==> src/rtl/phy_led_pkg.sv <==
`timescale 1ns/1ps
// Package: phy_led_pkg
// Shared LED vector type and bit positions for the status LED driver.
// Assumes four LEDs; the positions match the strap bit mapping.
package phy_led_pkg;
    localparam int LED_N    = 4;
    localparam int IDX_ACT  = 0;
    localparam int IDX_LINK = 1;
    localparam int IDX_SPD  = 2;
    localparam int IDX_FDX  = 3;

    typedef logic [LED_N-1:0] led_vec_t;

    // Turn "LED on" bits into pin levels: a polarity bit of 1 inverts (active-low).
    function automatic led_vec_t to_level(led_vec_t on_bits, led_vec_t pol);
        return on_bits ^ pol;
    endfunction
endpackage

==> src/rtl/led_strap_latch.sv <==
`timescale 1ns/1ps
// Module: led_strap_latch
// Follows the strap inputs on every edge while reset is low and freezes
// the last sampled value once reset is released.
// Assumes straps are stable near the last reset edge.
module led_strap_latch
    import phy_led_pkg::*;
(
    input  logic     clk,
    input  logic     rst_n,
    input  led_vec_t strap_i,
    output led_vec_t pol_o
);
    led_vec_t pol_q;

    // Track straps during reset, hold afterwards.
    always_ff @(posedge clk) begin
        if (!rst_n) begin
            pol_q <= strap_i;
        end
    end

    assign pol_o = pol_q;

    AST_POL_HELD: assert property (@(posedge clk) disable iff (!rst_n)
        $past(rst_n) |-> $stable(pol_q));
endmodule

==> src/rtl/led_hold_timer.sv <==
`timescale 1ns/1ps
// Module: led_hold_timer
// Retriggerable hold timer. Carrier sense loads HOLD_TICKS. Once carrier
// drops, a prescaler produces one tick every TICK_DIV clocks and each tick
// decrements the count. busy_o is high while the count is non-zero.
// Assumes TICK_DIV >= 1 and HOLD_TICKS >= 1.
module led_hold_timer #(
    parameter int TICK_DIV   = 50000,
    parameter int HOLD_TICKS = 128
) (
    input  logic clk,
    input  logic rst_n,
    input  logic crs_i,
    output logic busy_o
);
    localparam int HW = $clog2(HOLD_TICKS + 1);

    logic [HW-1:0] hold_q;
    logic          tick;

    generate
        if (TICK_DIV > 1) begin : g_pre
            localparam int PRE_W = $clog2(TICK_DIV);
            logic [PRE_W-1:0] pre_q;

            // Prescaler: restarts while carrier is present, runs during the hold.
            always_ff @(posedge clk) begin
                if (!rst_n || crs_i) begin
                    pre_q <= '0;
                end else if (hold_q != '0) begin
                    pre_q <= (pre_q == PRE_W'(TICK_DIV - 1)) ? '0 : pre_q + 1'b1;
                end
            end

            assign tick = (pre_q == PRE_W'(TICK_DIV - 1));

            AST_NO_OVERFLOW: assert property (@(posedge clk) disable iff (!rst_n)
                32'(pre_q) < TICK_DIV);
        end else begin : g_nopre
            assign tick = 1'b1;
        end
    endgenerate

    // Hold counter: reload on carrier, count down on each tick.
    always_ff @(posedge clk) begin
        if (!rst_n) begin
            hold_q <= '0;
        end else if (crs_i) begin
            hold_q <= HW'(HOLD_TICKS);
        end else if (hold_q != '0 && tick) begin
            hold_q <= hold_q - 1'b1;
        end
    end

    assign busy_o = (hold_q != '0);

    AST_HOLD_RELOAD: assert property (@(posedge clk) disable iff (!rst_n)
        crs_i |=> hold_q == HW'(HOLD_TICKS));
    AST_HOLD_DOWN: assert property (@(posedge clk) disable iff (!rst_n)
        !crs_i |=> hold_q <= $past(hold_q));
endmodule

==> src/rtl/led_status_decode.sv <==
`timescale 1ns/1ps
// Module: led_status_decode
// Combinational decode of PHY status into "LED on" bits, before polarity.
// Assumes all inputs are synchronous to the block clock.
module led_status_decode
    import phy_led_pkg::*;
(
    input  logic     crs_i,
    input  logic     hold_busy_i,
    input  logic     link_ok10_i,
    input  logic     link_ok100_i,
    input  logic     speed100_i,
    input  logic     aneg_busy_i,
    input  logic     isolate_i,
    input  logic     full_duplex_i,
    output led_vec_t on_o
);
    // Build each LED's on condition.
    always_comb begin
        on_o           = '0;
        on_o[IDX_ACT]  = crs_i | hold_busy_i;
        on_o[IDX_LINK] = speed100_i ? link_ok100_i : link_ok10_i;
        on_o[IDX_SPD]  = !isolate_i && (speed100_i || aneg_busy_i);
        on_o[IDX_FDX]  = full_duplex_i;
    end
endmodule

==> src/rtl/phy_led_driver.sv <==
`timescale 1ns/1ps
// Module: phy_led_driver
// Top of the status LED driver. It captures the polarity straps during reset,
// stretches activity with a millisecond-based hold timer, decodes the PHY
// status and registers the four LED levels.
// Assumes CLK_FREQ_HZ is a multiple of 1 kHz. Lower rates give one tick per clock.
module phy_led_driver #(
    parameter int CLK_FREQ_HZ = 50_000_000,
    parameter int HOLD_MS     = 128
) (
    input  logic       clk,
    input  logic       rst_n,
    input  logic [3:0] strap_i,
    input  logic       crs_i,
    input  logic       link_ok10_i,
    input  logic       link_ok100_i,
    input  logic       speed100_i,
    input  logic       aneg_busy_i,
    input  logic       isolate_i,
    input  logic       full_duplex_i,
    output logic       led_act_o,
    output logic       led_link_o,
    output logic       led_spd_o,
    output logic       led_fdx_o
);
    import phy_led_pkg::*;

    localparam int TICKS_PER_MS = CLK_FREQ_HZ / 1000;
    localparam int TICK_DIV     = (TICKS_PER_MS > 0) ? TICKS_PER_MS : 1;

    led_vec_t pol;
    led_vec_t on_bits;
    led_vec_t led_q;
    logic     hold_busy;

    led_strap_latch u_strap (
        .clk     (clk),
        .rst_n   (rst_n),
        .strap_i (strap_i),
        .pol_o   (pol)
    );

    led_hold_timer #(
        .TICK_DIV   (TICK_DIV),
        .HOLD_TICKS (HOLD_MS)
    ) u_hold (
        .clk    (clk),
        .rst_n  (rst_n),
        .crs_i  (crs_i),
        .busy_o (hold_busy)
    );

    led_status_decode u_dec (
        .crs_i         (crs_i),
        .hold_busy_i   (hold_busy),
        .link_ok10_i   (link_ok10_i),
        .link_ok100_i  (link_ok100_i),
        .speed100_i    (speed100_i),
        .aneg_busy_i   (aneg_busy_i),
        .isolate_i     (isolate_i),
        .full_duplex_i (full_duplex_i),
        .on_o          (on_bits)
    );

    // Output register: inactive levels in reset, polarity-applied status after.
    always_ff @(posedge clk) begin
        if (!rst_n) begin
            led_q <= strap_i;
        end else begin
            led_q <= to_level(on_bits, pol);
        end
    end

    assign led_act_o  = led_q[IDX_ACT];
    assign led_link_o = led_q[IDX_LINK];
    assign led_spd_o  = led_q[IDX_SPD];
    assign led_fdx_o  = led_q[IDX_FDX];

    AST_RESET_IDLE: assert property (@(posedge clk)
        !rst_n |=> {led_fdx_o, led_spd_o, led_link_o, led_act_o} == $past(strap_i));
    AST_ACT_ON: assert property (@(posedge clk) disable iff (!rst_n)
        crs_i |=> led_act_o != pol[IDX_ACT]);
    AST_ISO_SPD_OFF: assert property (@(posedge clk) disable iff (!rst_n)
        isolate_i |=> led_spd_o == pol[IDX_SPD]);
    AST_FDX_ON: assert property (@(posedge clk) disable iff (!rst_n)
        full_duplex_i |=> led_fdx_o != pol[IDX_FDX]);
endmodule

==> config.mk <==
export PLATFORM = sky130hd
export DESIGN_NAME = phy_led_driver
export DESIGN_NICKNAME = d
export VERILOG_FILES = /design/src/rtl/phy_led_pkg.sv /design/src/rtl/led_strap_latch.sv /design/src/rtl/led_hold_timer.sv /design/src/rtl/led_status_decode.sv /design/src/rtl/phy_led_driver.sv
export SDC_FILE = /design/constraint.sdc
export NUM_CORES = 1
export LEC_CHECK = 0
export BUFFER_PORTS_ARGS = -buffer_cell sky130_fd_sc_hd__buf_4
export CAP_MARGIN = 20
export CORE_AREA = 10 10 65 67
export CTS_BUF_LIST = sky130_fd_sc_hd__clkbuf_16
export DETAILED_ROUTE_END_ITERATION = 7
export DIE_AREA = 0 0 75 77
export PLACE_DENSITY_LB_ADDON = 0.1
export SETUP_SLACK_MARGIN = 0.1
export SLEW_MARGIN = 20
export SYNTH_ARGS = -nofsm -noshare
export SYNTH_HDL_FRONTEND = slang
export SYNTH_SLANG_ARGS = --single-unit
==> constraint.sdc <==
create_clock -name clk -period 2.7 [get_ports clk]
set_input_delay 0.54 -clock clk [delete_from_list [all_inputs] [get_ports clk]]
set_output_delay 0.54 -clock clk [all_outputs]
set_load 0.01 [all_outputs]
**Yosys cells after proc, flatten, opt, wreduce, memory -nomap -nowiden**

Cells that the tools add are included.

- Flip-flop bits (word level): 32
- Bits of input ports: 13
- Output and inout port bits: 4

- Add/sub/neg operators: 2
- Equal/unequal tests: 1
- Mux-type cells: 5
- Bitwise operators: 3
- Reduce and logical (&&, ||, !) cells: 9

Operator list:

| operator | number |
|---|---|
| $add A16 B1 Y16 const B | 1 |
| $eq A16 B16 Y1 const B | 1 |
| $mux W16 | 1 |
| $mux W8 | 2 |
| $reduce_bool A8 Y1 | 1 |
| $sub A8 B1 Y8 const B | 1 |
| $mux W4 | 1 |
| $xor A4 B4 Y4 | 1 |
| $logic_and A1 B1 Y1 | 2 |
| $logic_not A1 Y1 | 2 |
| $logic_or A1 B1 Y1 | 2 |
| $reduce_bool A2 Y1 | 1 |
| $reduce_or A2 Y1 | 1 |
| $mux W1 | 1 |
| $not A1 Y1 | 1 |
| $or A1 B1 Y1 | 1 |

**Depth between registers and ports, before layout**

Gate-level depths: netlist of run 1.

- Word-level depth: 4
- Mapped depth: 8
- Depth with buffers taken out: 6

**Cells and area by module**

From an unflattened synthesis of run 1, not the netlist that was laid out.

- Cells, all modules: 167
- Area, all modules: 1599.0 µm²

Modules (own cells, without submodules):

| module | instances | cells an instance | area an instance (µm²) |
|---|---|---|---|
| led_hold_timer | 1 | 141 | 1249.9 |
| phy_led_driver | 1 | 17 | 186.4 |
| led_strap_latch | 1 | 5 | 123.9 |
| led_status_decode | 1 | 4 | 38.8 |

**Least setup slack after synthesis of run 1**

Ideal clock, no wire load.

- Path kind: register -> register
- Start: register u_hold.hold_q[0]
- End: register u_hold.g_pre.pre_q[6]
- Setup time: 0.074 ns
- Arrival time: 1.878 ns
- Slack: 0.748 ns
- Stages on the path, launching flop included: 8
- Path buffers: 1
- Period minus slack after synthesis: 1.952 ns
- Path through: dfxtp_1 -> inv_1 -> ha_1 -> or3b_2 -> clkbuf_1 -> o211ai_2 -> or4b_2 -> a31oi_1

- Cells in the longest elaborated chain, start to end: 1

RTL lines:

| item | RTL line | source |
|---|---|---|
| start, declared | led_hold_timer.sv:18 | `logic [HW-1:0] hold_q;` |
| start signal, assigned | led_hold_timer.sv:49 | `hold_q <= HW'(HOLD_TICKS);` |
| start signal, assigned | led_hold_timer.sv:51 | `hold_q <= hold_q - 1'b1;` |
| $reduce_bool A8 Y1 | led_hold_timer.sv:30 | `end else if (hold_q != '0) begin` |
| end signal, assigned | led_hold_timer.sv:31 | `pre_q <= (pre_q == PRE_W'(TICK_DIV - 1)) ? '0 : pre_q + 1'b1;` |
| end, declared | led_hold_timer.sv:24 | `logic [PRE_W-1:0] pre_q;` |

Every way passes these cells.
A chain may end at the register's enable or synchronous reset.

**Worst setup path in the final report of run 1**

- Start: register u_hold.g_pre.pre_q[12]
- End: register u_hold.hold_q[3]

- Cells in the longest elaborated chain, start to end: 2

RTL lines:

| item | RTL line | source |
|---|---|---|
| $eq A16 B16 Y1 | led_hold_timer.sv:35 | `assign tick = (pre_q == PRE_W'(TICK_DIV - 1));` |
| $logic_and A1 B1 Y1 | led_hold_timer.sv:50 | `end else if (hold_q != '0 && tick) begin` |

Every way passes these cells.

==> impl_metrics.toml, run 1 <==
[run_status]
outcome = "finished, final reports clean"

[timing]
min_period_over_period_pct = 82.6
holdWs_ns = 0.450
slew_headroom_pct = 58.7
rsz0062_at_grt = "false"
clock.fmax_mhz = 448
tightest_slew_ns = 0.618
clock_skew_ns = 0.00604
setup_slack_ns = 0.470
hold_viol = 0
fin_crit_ns = 2.23
slew_violations = 0
finalSetupTns_ns = 0
finalSetupViolations = 0

[cells_and_area]
nNetsFinal = 207
final-seq-area_um2 = 681
diodes = 0
multi_input_area_um2 = 876
drive_gt1_share_pct = 19.3
areaGrowthSynthToFinish_pct = 16.6
fillers = 278
final_core_util_pct = 63.4

[route]
vias_per_cell = 6.12
ant_nets = 0
drtIter0Drc = 61
first_pass_iters = 4
drc = 0
wl_mm = 3.38
wire_per_inst_um = 15.0
vias = 1376

[setup_path]
start_kind = "flip-flop"
startpoint = "u_hold.g_pre.pre_q[12]"
crit_type = "reg2reg"
crit_chain = "nor4b_1 > nand4_1 > or4b_2 > a21oi_1"
cp_slowest_stage_delay_ns = 0.73
cp_max_fo = 11
cp_data_required_time_ns = 2.90
r2r_start = "u_hold.g_pre.pre_q[12]"
r2r_slack_ns = 0.47
cp.arrival_ns = 2.43
end_kind = "flip-flop"
slowest_stage = "or4b_2"
rr_worst_depth = 4
r2r_end = "u_hold.hold_q[3]"

[power]
power_mw = 1.09
power_density_nw_per_um2 = 578
p_leak_nw = 0.635
peakVddDrop_v = 0.000429

[worst_hold_path]
hold-path-endpoint = "u_strap.pol_o[1]"
min_path_cells = 1
hp-class = "in2reg"
min-delay-start = "strap_i[1]"

[global_routing]
grt-ovfl-total = 0
antenna_found_initial = 0
grt_pass1_wl_mm = 5.69
grt_pass1_vias = 1322
grt_start_max_net_pins = 19
track_usage_pct = 12.4

[cts]
cts_buffers = 5
postCtsHoldBufs = 0
cts_buffer_depth = 2
post_cts_buffers = 0
ctsHtreeMaxLevel = 2
cts_resized = 0
clk_latency_ns = 0.28
clock_sinks = 32
path_clk_slew_ns = 0.05
cts_tree = "yes"
cts_root_buffer = "clkbuf_16"

[logic_synthesis]
netlist_area_um2 = 1620
synth-edff-count = 4
async_flop_share_pct = 0
yosysWarnings = 0
ys_seq_area_share_pct = 42.0
synth_ff_type = "dfxtp_1"
ys_ff_latch = 32
syn_inst = 176
synth_nets = 192
yosysUniqueCellTypes = 48
syn_area_per_cell_um2 = 9.20

[floorplan]
io_pins = 17
fp.dieW_um = 75
die_h_um = 77
core_um2 = 2980
std_cell_rows = 20
initial_utilization_pct = 54.4
die-area_um2 = 5780

[flow_run]
max_cap_violations = 0

[place]
place_congestion = 0.810
port_buffers = 16
dpl.hpwl_mm = 2.45
dp_slack_ns = 0.462
[state kept, by name, indices dropped and copies added (netlist names)]
register	count
u_hold.g_pre.pre_q	16
u_hold.hold_q	8
u_strap.pol_o	4
led_q	4
[worst max path at each step]
| stage | slack, ns | end |
|---|---|---|
| after floorplan | 0.75 | u_hold.g_pre.pre_q[6] |
| after global placement | 0.57 | u_hold.g_pre.pre_q[15] |
| after detailed placement | 0.46 | u_hold.hold_q[3] |
| after CTS | 0.45 | u_hold.hold_q[3] |
| after global routing | 0.22 | u_hold.g_pre.pre_q[7] |
| final | 0.47 | u_hold.hold_q[3] |
[cells in the mapped netlist (all sizes together), types with 2 or more instances]
cell    count  area, um2
o31ai       7       52.6
mux2        2       22.5
clkbuf      6       22.5
a211oi      2       15.0
or2         2       12.5
o21ai       9       48.8
nor2       17       66.3
or3         4       25.0
edfxtp      4        120
buf         3       13.8
or4         9       71.3
nand3       7       35.0
nor4b       3       32.5
mux2i       4       40.0
nand2       5       18.8
a21oi      15       75.1
ha          3       37.5
or4b        4       40.0
xor2        2       17.5
nor3        3       20.0
nand4       3       18.8
o41ai       2       17.5
inv         7       26.3
dfxtp      28        561
o211ai      3       27.5
xnor2       7       61.3
nor4        2       12.5
[report_power, final]
| part | switching (mW) | leakage [nW] | internal (mW) | total, mW |
|---|---|---|---|---|
| logic | 0.0343 | 0.294 | 0.0380 | 0.0722 |
| clock network | 0.186 | 0.0738 | 0.330 | 0.516 |
| registers | 0.00613 | 0.267 | 0.497 | 0.504 |
[cell usage in the layout, fill, tap and decap left out, drive strengths merged, types with 3 or more instances in the layout]
cell type,synthesis,layout
o211ai,3,3
dfxtp,28,28
xnor2,7,7
edfxtp,4,4
o21ai,9,9
nand4,3,3
clkbuf,6,5
nand3,7,7
or4b,4,4
ha,3,3
or3,4,4
or4,9,9
nor3,3,3
buf,3,17
nor2,17,17
nor4b,3,3
o31ai,7,7
inv,7,9
mux2i,4,4
nand2,5,5
a21oi,15,15
[area by class of cell]
class,instances,share of cell area (%)
clock buffers,5,6.63
clock inverters,3,0.596
inverters,7,1.39
multi-input cells,128,46.4
flip-flops and latches,32,36.1
well taps,33,2.19
repair buffers,17,6.76
[worst max-delay path: cells and delay by family (launching register included)]
kind	cells	cell delay (ns)
AO/OA/AOI/OAI	1	0.15
flip-flops	1	0.36
AND/OR/NAND/NOR	3	1.65
[per-layer routing]
| layer | routed length, um | vias to the layer above | GRT usage [%] |
|---|---|---|---|
| li1 | - | 694 | - |
| met1 | 1460 | 645 | 13.2 |
| met2 | 1630 | 31 | 20.3 |
| met3 | 231 | 6 | 5.02 |
| met4 | 60 | 0 | 6.06 |
| met5 | 0 | - | 0 |
[through the flow]
step                instances  cell area, um2
floorplan                 176            1620
global placement          217            1750
detailed placement        217            1750
CTS                       225            1890
global route              225            1890
finish                    225            1890
[logic make-up (layout without fill, tap and decap cells)]
kind of cell / count (synthesis) / in the layout / share of synthesized area (%)
AO/OA/AOI/OAI: 42 / 42 / 16.5
XOR/XNOR: 9 / 9 / 4.87
adder cells (fa/ha/maj): 3 / 3 / 2.32
buffers and inverters: 16 / 32 / 3.86
flip-flops: 32 / 32 / 42.0
multiplexers: 6 / 6 / 3.86
AND/OR/NAND/NOR: 68 / 68 / 26.6
(Power assumes the default switching activity.)
==> run 2, diff against run 1 <==
--- a/config.mk
+++ b/config.mk
@@ -5,12 +5,13 @@
 export SDC_FILE = /design/constraint.sdc
 export NUM_CORES = 1
 export LEC_CHECK = 0
+export ABC_AREA = 1
 export BUFFER_PORTS_ARGS = -buffer_cell sky130_fd_sc_hd__buf_4
 export CAP_MARGIN = 20
-export CORE_AREA = 10 10 65 67
+export CORE_AREA = 10 10 66 68
 export CTS_BUF_LIST = sky130_fd_sc_hd__clkbuf_16
 export DETAILED_ROUTE_END_ITERATION = 7
-export DIE_AREA = 0 0 75 77
+export DIE_AREA = 0 0 76 78
 export PLACE_DENSITY_LB_ADDON = 0.1
 export SETUP_SLACK_MARGIN = 0.1
 export SLEW_MARGIN = 20
==> constraint.sdc (replaced) <==
create_clock -name clk -period 2.3 [get_ports clk]
set_input_delay 0.46 -clock clk [delete_from_list [all_inputs] [get_ports clk]]
set_output_delay 0.46 -clock clk [all_outputs]
set_load 0.01 [all_outputs]
==> run 2 against run 1 <==
  * Synthesized cell count up 38%
  * Global-route usage up 0.25 points
  * Critical path depth up 6
  * Critical endpoint is now u_hold.g_pre.pre_q[8]
  * Largest power group unchanged
  * Highest routed layer unchanged
==> impl_metrics.toml, run 2 <==
[run_status]
outcome = "finished, final reports clean"

[place]
dpl.hpwl_mm = 2.61
place_congestion = 0.933
place_area_um2 = 1880
port_buffers = 16

[timing]
rsz0062_at_grt = "false"
clock_skew_ns = 0.00251
finalSetupTns_ns = 0
fin_crit_ns = 1.63
min_period_over_period_pct = 70.9
tightest_slew_ns = 0.373
holdWs_ns = 0.377
finalSetupViolations = 0
clock.fmax_mhz = 613
hold_viol = 0
slew_violations = 0
slew_headroom_pct = 75.1

[floorplan]
die-area_um2 = 5930
std_cell_rows = 21
die_h_um = 78
fp.dieW_um = 76
initial_utilization_pct = 54.2
core_um2 = 3180
io_pins = 17

[cells_and_area]
reg_top3 = "u_hold.g_pre.pre_q: 16 flops, u_hold.hold_q: 8 flops"
areaGrowthSynthToFinish_pct = 17.0
fillers = 308
fin_area_um2 = 2020
layout_commonest_cell = "nand2_1"
final_cell_mix = "59 x nand2_1, 42 x nor2_1, 28 x dfxtp_1, 26 x inv_1, 16 x buf_4"
largest_reg_flops = 16
drive_gt1_share_pct = 16.2
nNetsFinal = 280
top_register = "u_hold.g_pre.pre_q"
diodes = 0

[logic_synthesis]
yosysMostFrequentCell = "nand2_1"
yosysWarnings = 0
synth_ff_type = "dfxtp_1"
synth.area.top_cells = "dfxtp_1 33%, nand2_1 13%, nor2_1 9.1%"
synthTopCellsByCount = "59 x nand2_1, 42 x nor2_1, 28 x dfxtp_1"
yosysUniqueCellTypes = 30
ys_seq_area_share_pct = 39.5
yosysTopAreaCell = "dfxtp_1"
synthDominantCellAreaShare_pct = 32.5
syn_area_per_cell_um2 = 7.10
synth-edff-count = 4
ys_ff_latch = 32
syn_inst = 243
netlist_area_um2 = 1720
async_flop_share_pct = 0
synth_nets = 259

[cts]
ctsHtreeMaxLevel = 2
post_cts_buffers = 0
cts_buffers = 5
path_clk_slew_ns = 0.05
postCtsHoldBufs = 0
clock_sinks = 32
clk_latency_ns = 0.27
cts_tree = "yes"
cts_root_buffer = "clkbuf_16"
cts_buffer_depth = 2
cts_resized = 0

[setup_path]
end_kind = "flip-flop"
crit_type = "reg2reg"
cp_data_required_time_ns = 2.51
start_kind = "flip-flop"
cp.arrival_ns = 1.84
cp_max_fo = 11

[global_routing]
antenna_found_initial = 0
grt_pass1_wl_mm = 6.39
grt_pass1_vias = 1439
track_usage_pct = 12.6
grt_start_max_net_pins = 14
use_met3_pct = 3.46
use_met1_pct = 16.6
grt_busiest_layer = "met2"
grt_use_met2_pct = 19.0
grt-ovfl-total = 0

[power]
p_seq_share_pct = 45.8
clkPwrFrac_pct = 47.6
peakVddDrop_v = 0.000441
p_leak_nw = 0.847
power_density_nw_per_um2 = 639
power_mw = 1.29
netSwitchingFraction_pct = 21.2
power_frac_comb_pct = 6.6
netSwitchingPower_mw = 0.273
p_int_mw = 1.02

[route]
ant_nets = 0
drtIter0Drc = 125
vias = 1477
wl_mm = 3.40
vias_per_cell = 4.75
first_pass_iters = 4
drc = 0
wire_per_inst_um = 10.9

[worst_hold_path]
hp-class = "in2reg"

[flow_run]
max_cap_violations = 0
[run 2: cells by family (layout without fill, tap and decap cells)]
logic type / Yosys count / count (layout) / share of synthesized area [%]
multiplexers: 1 / 1 / 0.581
adder cells (fa/ha/maj): 3 / 3 / 2.18
AND/OR/NAND/NOR: 143 / 143 / 37.6
flip-flops: 32 / 32 / 39.5
AO/OA/AOI/OAI: 21 / 21 / 6.75
buffers and inverters: 33 / 55 / 8.34
XOR/XNOR: 10 / 10 / 5.08
[run 2: metrics by stage]
stage	util (%)	setup slack (ns)	cells
final	63.4	0.669	311
after global routing	63.4	0.486	311
after CTS	63.4	0.641	311
after detailed placement	59.1	0.676	303
after global placement	59.1	0.692	303
after floorplan	-	0.883	243
[run 2: routing by layer]
metal / vias up / part of all wire, %
met5: - / 0
met4: 0 / 1.1
met3: 4 / 4.3
met2: 31 / 45
met1: 634 / 49
li1: 808 / -
[run 2: final timing paths]
check	depth (start not counted)	from	end	slack (ns)
setup reg to reg	10	u_hold.hold_q[0]	u_hold.g_pre.pre_q[8]	0.67
setup / recovery	10	u_hold.hold_q[0]	u_hold.g_pre.pre_q[8]	0.67
hold reg to reg	2	u_hold.hold_q[0]	u_hold.hold_q[0]	0.46
hold / removal	1	strap_i[1]	u_strap.pol_o[1]	0.38
[run 2: power groups by stage]
stage | logic, mW | clock network (mW) | registers, mW
floorplan | 0.0488 | 0 | 0.605
global placement | 0.0862 | 0 | 0.601
detailed placement | 0.0866 | 0 | 0.602
CTS | 0.0868 | 0.626 | 0.590
global route | 0.0946 | 0.652 | 0.592
finish | 0.0850 | 0.614 | 0.590
[run 2: final cells by class]
type                            count  area, um2  share of cell area [%]
Timing Repair Buffer               16        120                    5.96
Inverter                           31        120                    5.96
Tap cell                           46       57.6                    2.85
Sequential cell                    32        681                    33.7
Multi-Input combinational cell    178        900                    44.6
Clock buffer                        5        125                    6.20
Clock inverter                      3       13.8                   0.682
[run 2: worst max-delay path: stages (launching register included)]
cell      delay [ns]
dfxtp_1         0.30
inv_1           0.13
ha_1            0.19
nand2_2         0.09
nor2_8          0.23
inv_4           0.12
nand3_1         0.13
nand2_2         0.11
clkinv_2        0.12
nand2_2         0.06
a21oi_2         0.08
